===== src/rtl/entropy_pkg.sv =====
package entropy_pkg;
    typedef enum logic {
        PH_WARMUP = 1'b0,
        PH_LIVE   = 1'b1
    } phase_e;
endpackage


===== src/rtl/entropy_xor_fold.sv =====
module entropy_xor_fold #(
    parameter int unsigned N_RINGS = 128,
    parameter int unsigned CHUNK   = 8
) (
    input  logic [N_RINGS-1:0] ring_i,
    output logic               parity_o
);
    localparam int unsigned N_CHUNKS = N_RINGS / CHUNK;

    logic [N_CHUNKS-1:0] part;

    // first level: parity of each slice of rings
    generate
        for (genvar g = 0; g < N_CHUNKS; g++) begin : g_chunk
            assign part[g] = ^ring_i[g*CHUNK +: CHUNK];
        end
    endgenerate

    assign parity_o = ^part;
endmodule


===== src/rtl/entropy_sync.sv =====
module entropy_sync (
    input  logic clk_i,
    input  logic rst_ni,
    input  logic en_i,
    input  logic d_i,
    output logic q_o
);
    typedef struct packed {
        logic s1;
        logic s2;
    } sync_t;

    sync_t st_d, st_q;

    always_comb begin
        st_d = st_q;
        if (!en_i) begin
            st_d = '0;
        end else begin
            st_d.s1 = d_i;
            st_d.s2 = st_q.s1;
        end
    end

    always_ff @(posedge clk_i or negedge rst_ni) begin
        if (!rst_ni) st_q <= '0;
        else         st_q <= st_d;
    end

    assign q_o = st_q.s2;
endmodule


===== src/rtl/entropy_packer.sv =====
module entropy_packer #(
    parameter int unsigned DECIM  = 16,
    parameter int unsigned BYTE_W = 8
) (
    input  logic              clk_i,
    input  logic              rst_ni,
    input  logic              en_i,
    input  logic              sample_i,
    output logic              done_o,
    output logic [BYTE_W-1:0] byte_o
);
    localparam int unsigned DEC_W = $clog2(DECIM);
    localparam int unsigned GRP_W = $clog2(BYTE_W);

    typedef struct packed {
        logic [DEC_W-1:0]  slot;
        logic [GRP_W-1:0]  grp;
        logic              acc;
        logic [BYTE_W-1:0] shreg;
    } pack_t;

    pack_t st_d, st_q;
    logic  folded, group_end, last_grp;

    assign folded    = st_q.acc ^ sample_i;
    assign group_end = (st_q.slot == DEC_W'(DECIM - 1));
    assign last_grp  = (st_q.grp == GRP_W'(BYTE_W - 1));
    assign done_o    = en_i && group_end && last_grp;
    assign byte_o    = {st_q.shreg[BYTE_W-2:0], folded};

    always_comb begin
        st_d = st_q;
        if (!en_i) begin
            st_d = '0;
        end else if (group_end) begin
            st_d.slot  = '0;
            st_d.acc   = 1'b0;
            st_d.shreg = {st_q.shreg[BYTE_W-2:0], folded};
            st_d.grp   = last_grp ? '0 : st_q.grp + 1'b1;
        end else begin
            st_d.slot = st_q.slot + 1'b1;
            st_d.acc  = folded;
        end
    end

    always_ff @(posedge clk_i or negedge rst_ni) begin
        if (!rst_ni) st_q <= '0;
        else         st_q <= st_d;
    end
endmodule


===== src/rtl/entropy_byte_collector.sv =====
module entropy_byte_collector #(
    parameter int unsigned N_RINGS = 128,
    parameter int unsigned CHUNK   = 8,
    parameter int unsigned DECIM   = 16,
    parameter int unsigned BYTE_W  = 8
) (
    input  logic               clk_i,
    input  logic               rst_ni,
    input  logic               en_i,
    input  logic [N_RINGS-1:0] ring_i,
    output logic               ring_en_o,
    output logic               out_valid_o,
    input  logic               out_ready_i,
    output logic [BYTE_W-1:0]  out_byte_o
);
    import entropy_pkg::*;

    typedef struct packed {
        phase_e            phase;
        logic              valid;
        logic [BYTE_W-1:0] data;
    } out_t;

    out_t              st_d, st_q;
    logic              raw_bit, sample;
    logic              pk_done;
    logic [BYTE_W-1:0] pk_byte;

    assign ring_en_o = en_i;

    entropy_xor_fold #(.N_RINGS(N_RINGS), .CHUNK(CHUNK)) u_fold (
        .ring_i   (ring_i),
        .parity_o (raw_bit)
    );

    entropy_sync u_sync (
        .clk_i  (clk_i),
        .rst_ni (rst_ni),
        .en_i   (en_i),
        .d_i    (raw_bit),
        .q_o    (sample)
    );

    entropy_packer #(.DECIM(DECIM), .BYTE_W(BYTE_W)) u_pack (
        .clk_i    (clk_i),
        .rst_ni   (rst_ni),
        .en_i     (en_i),
        .sample_i (sample),
        .done_o   (pk_done),
        .byte_o   (pk_byte)
    );

    always_comb begin
        st_d = st_q;
        if (!en_i) begin
            st_d = '{phase: PH_WARMUP, valid: 1'b0, data: '0};
        end else begin
            if (st_q.valid && out_ready_i) st_d.valid = 1'b0;
            if (pk_done) begin
                if (st_q.phase == PH_WARMUP) begin
                    st_d.phase = PH_LIVE;
                end else if (!st_q.valid || out_ready_i) begin
                    st_d.data  = pk_byte;
                    st_d.valid = 1'b1;
                end
            end
        end
    end

    always_ff @(posedge clk_i or negedge rst_ni) begin
        if (!rst_ni) st_q <= '{phase: PH_WARMUP, valid: 1'b0, data: '0};
        else         st_q <= st_d;
    end

    assign out_valid_o = st_q.valid;
    assign out_byte_o  = st_q.data;
endmodule


===== config.mk =====
export PLATFORM = sky130hd
export DESIGN_NAME = entropy_byte_collector
export DESIGN_NICKNAME = d
export VERILOG_FILES = /design/src/rtl/entropy_pkg.sv /design/src/rtl/entropy_xor_fold.sv /design/src/rtl/entropy_sync.sv /design/src/rtl/entropy_packer.sv /design/src/rtl/entropy_byte_collector.sv
export SDC_FILE = /design/constraint.sdc
export NUM_CORES = 1
export LEC_CHECK = 0
export ABC_AREA = 1
export BUFFER_PORTS_ARGS = -buffer_cell sky130_fd_sc_hd__buf_4
export CAP_MARGIN = 20
export CORE_ASPECT_RATIO = 1.5
export CORE_MARGIN = 1.5
export CORE_UTILIZATION = 30
export CTS_CLUSTER_DIAMETER = 80
export DETAILED_ROUTE_END_ITERATION = 6
export PLACE_DENSITY = 0.49
export SYNTH_ARGS = -nofsm -noshare
export SYNTH_HDL_FRONTEND = slang
export SYNTH_SLANG_ARGS = --single-unit

===== constraint.sdc =====
create_clock -name clk_i -period 2.88 [get_ports clk_i]
set_input_delay 0.576 -clock clk_i [delete_from_list [all_inputs] [get_ports clk_i]]
set_output_delay 0.576 -clock clk_i [all_outputs]
set_load 0.005 [all_outputs]

; Word-level counts from Yosys, hierarchy flattened
; Index checks and enable logic that the tools add are counted.
[op_classes]
n_lt_le_gt_ge = 0
n_eq_ne = 6
n_mul = 0
reduce_logical = 23
shift = 0
div_mod_pow = 0
addsub = 2
mux = 12
n_bitwise = 1
[ops]
columns = cell, count
row1 = $reduce_xor 8->1, 16
row2 = $mux 10, 2
row3 = $mux 9, 2
row4 = $mux 16, 1
row5 = $reduce_xor 16->1, 1
row6 = $mux 8, 1
row7 = $ne 2x1->1 const B, 4
row8 = $mux 3, 2
row9 = $add 4x1->4 const B, 1
row10 = $eq 4x4->1 const B, 1
row11 = $mux 4, 1
row12 = $add 3x1->3 const B, 1
row13 = $eq 3x3->1 const B, 1
row14 = $logic_and 1x1->1, 3
row15 = $reduce_and 3->1, 1
row16 = $mux 1, 2
row17 = $mux 2, 1
row18 = $logic_not 1->1, 1
row19 = $logic_or 1x1->1, 1
row20 = $xor 1x1->1, 1
[totals]
input_bits = 132
out_inout_bits = 10
ram_bits = 0
latchBits = 0
memories = 0
wordCells = 53
rom_bits = 0
reg_bits = 27

; Depth between registers and ports, before layout
[logic_depth]
depth_word = 6
mapped_depth = 18
depth_no_buf = 18

; Hierarchy
; A second synthesis with hierarchy kept.
[unflattened]
hier_cells = 950
hier_area_um2 = 4545.6
[modules_own_cells]
columns = module, cells_each, n_inst, seq_area_each_um2, area_per_inst_um2
row1 = entropy_xor_fold, 801, 1, 0.0, 3221.8
row2 = entropy_packer, 78, 1, 375.4, 704.4
row3 = entropy_byte_collector, 65, 1, 250.2, 554.3
row4 = entropy_sync, 6, 1, 50.0, 65.1

; Worst setup path before layout
; No wires, ideal clock.
[synth_path]
path_type = input -> register
startpoint = input port ring_i[104]
endpoint = register u_sync.st_q[1] (netlist bit)
path_slack_ns = 1.261
path_buffers = 0
t_arrival_ns = 1.502
t_required_ns = 2.763
cell_stages = 18
setup_ns = 0.117
cell_sequence = nand2_1 > inv_1 > nor2_1 > nand2_1 > nand2_1 > nand2_1 > nand2_1 > inv_2 > nand2_1 > nand2_1 > nand2_1 > nand2_1 > inv_1 > nand2_2 > nand2_2 > nand2_1 > nand2_1 > nor2_1
[synth_rtl]
columns = item, line_no
row1 = from (decl), entropy_byte_collector.sv:10  ; input logic [N_RINGS-1:0] ring_i,
row2 = to (signal assigned), entropy_sync.sv:27  ; else st_q <= st_d;
row3 = to (decl), entropy_sync.sv:13  ; sync_t st_d, st_q;

; Worst setup path after layout
[layout_path]
startpoint = register u_pack.st_q[12] (netlist bit)
endpoint = register st_q, in the netlist out_byte_o[5]
[layout_via]
elab_chain_len = 5
[layout_lines]
columns = item, line_no
row1 = from (decl), entropy_packer.sv:22  ; pack_t st_d, st_q;
row2 = from (signal assigned), entropy_packer.sv:48  ; else st_q <= st_d;
row3 = $eq 4x4->1, entropy_packer.sv:26  ; assign group_end = (st_q.slot == DEC_W'(DECIM - 1));
row4 = $logic_and 1x1->1 (2 in a row), entropy_packer.sv:28  ; assign done_o = en_i && group_end && last_grp;
row5 = $ne 2x1->1 (no line), -
row6 = $reduce_and 3->1 (no line), -
row7 = to (signal assigned), entropy_byte_collector.sv:71  ; if (!rst_ni) st_q <= '{phase: PH_WARMUP, valid: 1'b0, data: '0};
row8 = to (signal assigned), entropy_byte_collector.sv:72  ; else st_q <= st_d;
row9 = to (decl), entropy_byte_collector.sv:24  ; out_t st_d, st_q;
; Every way passes these cells.
; A chain may end at the register's enable or synchronous reset.

==> flow_summary_export.csv <==
group,metric,value,unit
sta,final_min_period_over_clock_period,0.626,
clocking,postCtsResizedCells,0,
logic_synthesis,netlist-cell-type-count,21,
sta,report.final.setup_viol,0,
status,run_status,"finished, final reports clean",
clocking,post_cts_buffers,0,
logic_synthesis,edff_count_synth,0,
global_route,first_global_vias,4770,
sta,grt_setup_unrepaired,"no",
sta,worst_hold_slack,0.222,ns
power,power_density,270,nW/um^2
floorplan,die_area,15000,sq um
detailed_routing,first_pass_iters,4,
floorplan,die_height,149,um
logic_synthesis,syn_area,4280,sq um
clocking,ctsLongestPathBuffers,2,
clocking,clockRootBuffer,"sky130_fd_sc_hd__clkbuf_16",
clocking,clkTransAtPathRegs,0.07,ns
sta,final.setup_skew,0.00598,ns
logic_synthesis,yosys_most_used_dff,"sky130_fd_sc_hd__dfrtp_1",
floorplan,core.rowCount,53,
logic_synthesis,synthSimpleGateAreaFrac,0.597,
floorplan,floorplan.die.width,101,um
global_route,number_of_antenna_violations_at_the_first_check_in_global_routing,0,
logic_synthesis,synth-xor-area-share,0.0815,
finish,layout_cell_share_with_drive_strength_beyond_1,0.160,
sta,report.final.slew_viol_count,0,
setup_path,timing.critical_path.from_type,"flip-flop",
logic_synthesis,post_synth.cell_area_avg,4.78,sq um
detailed_routing,post_drt_via_cell_ratio,4.12,
finish,area_of_combinational_cells_with_multiple_inputs,3050,sq um
logic_synthesis,synth.most_common_cell,"sky130_fd_sc_hd__nand2_1",
finish,syn_to_final_growth,30.3,%
detailed_routing,dr.first_iter.drc_count,122,
clocking,cts_sinks,27,
logic_synthesis,post_synthesis_cell_count,897,
setup_path,timing_worst_setup_path_type,"reg2reg",
finish,nets,1168,
logic_synthesis,ys.warnings.count,0,
clocking,insertion_delay_of_the_later_clocked_pin_in_the_worst_skew_pair,0.26,ns
logic_synthesis,synth_register_bits,27,
min_path,hold_path.class,"in2async",
clocking,cts-buffers-inserted,3,
place,place.detailed.hpwl,9560,um
power,power,1.51,mW
logic_synthesis,ys_top_cells_by_area,"sky130_fd_sc_hd__nand2_1 (54%), sky130_fd_sc_hd__dfrtp_1 (16%), sky130_fd_sc_hd__inv_1 (9.6%)",
clocking,ctsHtreeMaxLevel,1,
clocking,cts_tree,"done",
sta,fmax,555,MHz
finish,post-route-util,0.399,
logic_synthesis,post_synth_mux_area_share,0,
logic_synthesis,synthDominantCellAreaShare,0.545,
detailed_routing,route.detailed.drc,0,
sta,fin_tns_setup,0,ns
logic_synthesis,synth_top_family_by_area,"simple AND/OR/NAND/NOR gates",
sta,relSlewSlack,0.659,
clocking,holdBufCountCts,0,
finish,n_fill_cell,1605,
place,buffer_ports.inserted,141,
power,p_leak,3.72,nW
global_route,grt_overflow_total,0,
floorplan,placeableCoreArea,14000,sq um
sta,final_period_minus_worst_setup_slack,1.80,ns
floorplan,initial_core_util,0.306,
detailed_routing,detail-route-antenna-nets,0,
logic_synthesis,synthTopCellsByCount,"sky130_fd_sc_hd__nand2_1 (622), sky130_fd_sc_hd__inv_1 (109), sky130_fd_sc_hd__dfrtp_1 (27), sky130_fd_sc_hd__nor2_1 (27), sky130_fd_sc_hd__xnor2_1 (23)",
finish,insertedDiodeCount,0,
setup_path,cp.arrival,1.99,ns
power,worst_ir_drop_vdd,0.178,mV
setup_path,required,3.06,ns
detailed_routing,wire_per_inst,8.52,um
place,place_congestion,0.744,
logic_synthesis,synthAdderAreaFrac,0.00876,
sta,worstMarginPinSlew,0.509,ns
finish,seq_area,676,sq um
logic_synthesis,net_count_synth,1032,
logic_synthesis,synth_top_area_cell,"sky130_fd_sc_hd__nand2_1",
floorplan,design.portCount,142,
logic_synthesis,seq_area_frac_synth,0.158,
logic_synthesis,postSynth.asyncResetShare,1.00,
setup_path,endpoint_kind,"flip-flop",
sta,timing.final.hold_violations,0,
detailed_routing,via_count_of_the_routed_design,5046,
run,cap_viol_max_count,0,
detailed_routing,postRouteWirelength,10400,um
global_route,grt_pass1_wl,18000,um
global_route,grt_start_max_net_pins,28,
logic_synthesis,synth_compound_area_frac,0.0254,
setup_path,path_max_fanout,8,
global_route,globalRouteTotalUtil,0.142,
==> sequential cells by signal, indices dropped and copies added, names as in the netlist <==
name / count
u_sync.q_o: 1
u_pack.byte_o: 7
out_valid_o: 1
u_pack.st_q: 8
out_byte_o: 8
u_sync.st_q: 1
st_q: 1
==> worst paths after layout <==
kind / cells after the start / startpoint / slack (ns) / endpoint
setup / recovery: 10 / u_pack.st_q[12] / 1.08 / out_byte_o[5]
hold / removal: 1 / rst_ni / 0.22 / out_byte_o[0]
setup reg to reg: 10 / u_pack.st_q[12] / 1.08 / out_byte_o[5]
hold reg to reg: 2 / u_sync.st_q[1] / 0.44 / u_sync.q_o
max in group asynchronous: 1 / rst_ni / 2.39 / u_pack.st_q[13]
min in group clk_i: 2 / u_sync.st_q[1] / 0.44 / u_sync.q_o
==> through the flow <==
stage | std cells | area [sq um] | setup slack (ns)
4_1_cts | 1224 | 5580 | 1.01
3_3_place_gp | 1220 | 5500 | 0.948
5_1_grt | 1224 | 5580 | 0.777
3_5_place_dp | 1220 | 5500 | 0.933
2_1_floorplan | 897 | 4280 | 1.26
6_report | 1224 | 5580 | 1.08
==> cell type report <==
type | instances | area share
multi-input cells | 733 | 0.547
inverters | 127 | 0.0854
repair buffers | 141 | 0.190
well taps | 192 | 0.0430
clock buffers | 4 | 0.0141
flip-flops and latches | 27 | 0.121
==> power by group <==
group | internal (mW) | switching [mW]
clock network | 0.189 | 0.125
logic | 0.339 | 0.456
registers | 0.392 | 0.00521
total | 0.921 | 0.587
==> kinds of logic (layout without fill, tap and decap cells) <==
| group | after synthesis | after routing |
|---|---|---|
| DFF | 27 | 27 |
| AOI/OAI and AO/OA | 19 | 19 |
| and+or+nand+nor | 672 | 672 |
| adders and majority gates | 3 | 3 |
| buffers and inverters | 137 | 272 |
| xor gates and xnor gates | 39 | 39 |
==> critical path: stages, from the launching register on <==
cell and delay (ns):
sky130_fd_sc_hd__dfrtp_1 0.40, sky130_fd_sc_hd__ha_1 0.22, sky130_fd_sc_hd__nand2_1 0.08, sky130_fd_sc_hd__nor2_1 0.04, sky130_fd_sc_hd__inv_1 0.12, sky130_fd_sc_hd__nor2_1 0.10, sky130_fd_sc_hd__nand3_1 0.10, sky130_fd_sc_hd__nor2_1 0.06
sky130_fd_sc_hd__nor2_1 0.40, sky130_fd_sc_hd__nand2_1 0.09, sky130_fd_sc_hd__o21ai_1 0.10
==> cells in the final DEF, fill, tap and decap left out <==
master                        n
sky130_fd_sc_hd__a21oi_1      1
sky130_fd_sc_hd__buf_4      141
sky130_fd_sc_hd__clkbuf_1     1
sky130_fd_sc_hd__clkbuf_16    3
sky130_fd_sc_hd__clkinv_1     3
sky130_fd_sc_hd__dfrtp_1     27
sky130_fd_sc_hd__ha_1         3
sky130_fd_sc_hd__inv_1      109
sky130_fd_sc_hd__inv_2       15
sky130_fd_sc_hd__nand2_1    622
sky130_fd_sc_hd__nand2_2      3
sky130_fd_sc_hd__nand3_1     18
sky130_fd_sc_hd__nor2_1      27
sky130_fd_sc_hd__nor2_2       2
sky130_fd_sc_hd__o21a_1       1
sky130_fd_sc_hd__o21ai_0      1
sky130_fd_sc_hd__o21ai_1      8
sky130_fd_sc_hd__o22ai_1      7
sky130_fd_sc_hd__o31ai_1      1
sky130_fd_sc_hd__xnor2_1     23
sky130_fd_sc_hd__xnor2_2      1
sky130_fd_sc_hd__xor2_1      15
==> metal layers <==
metal | track usage | part of all wire | vias up
li1 | - | - | 2882
met1 | 0.132 | 0.38 | 2073
met2 | 0.305 | 0.56 | 83
met3 | 0.0216 | 0.042 | 8
met4 | 0.0373 | 0.013 | 0
met5 | 0 | 0 | -
No activity file was read; power rests on OpenSTA's default activity.
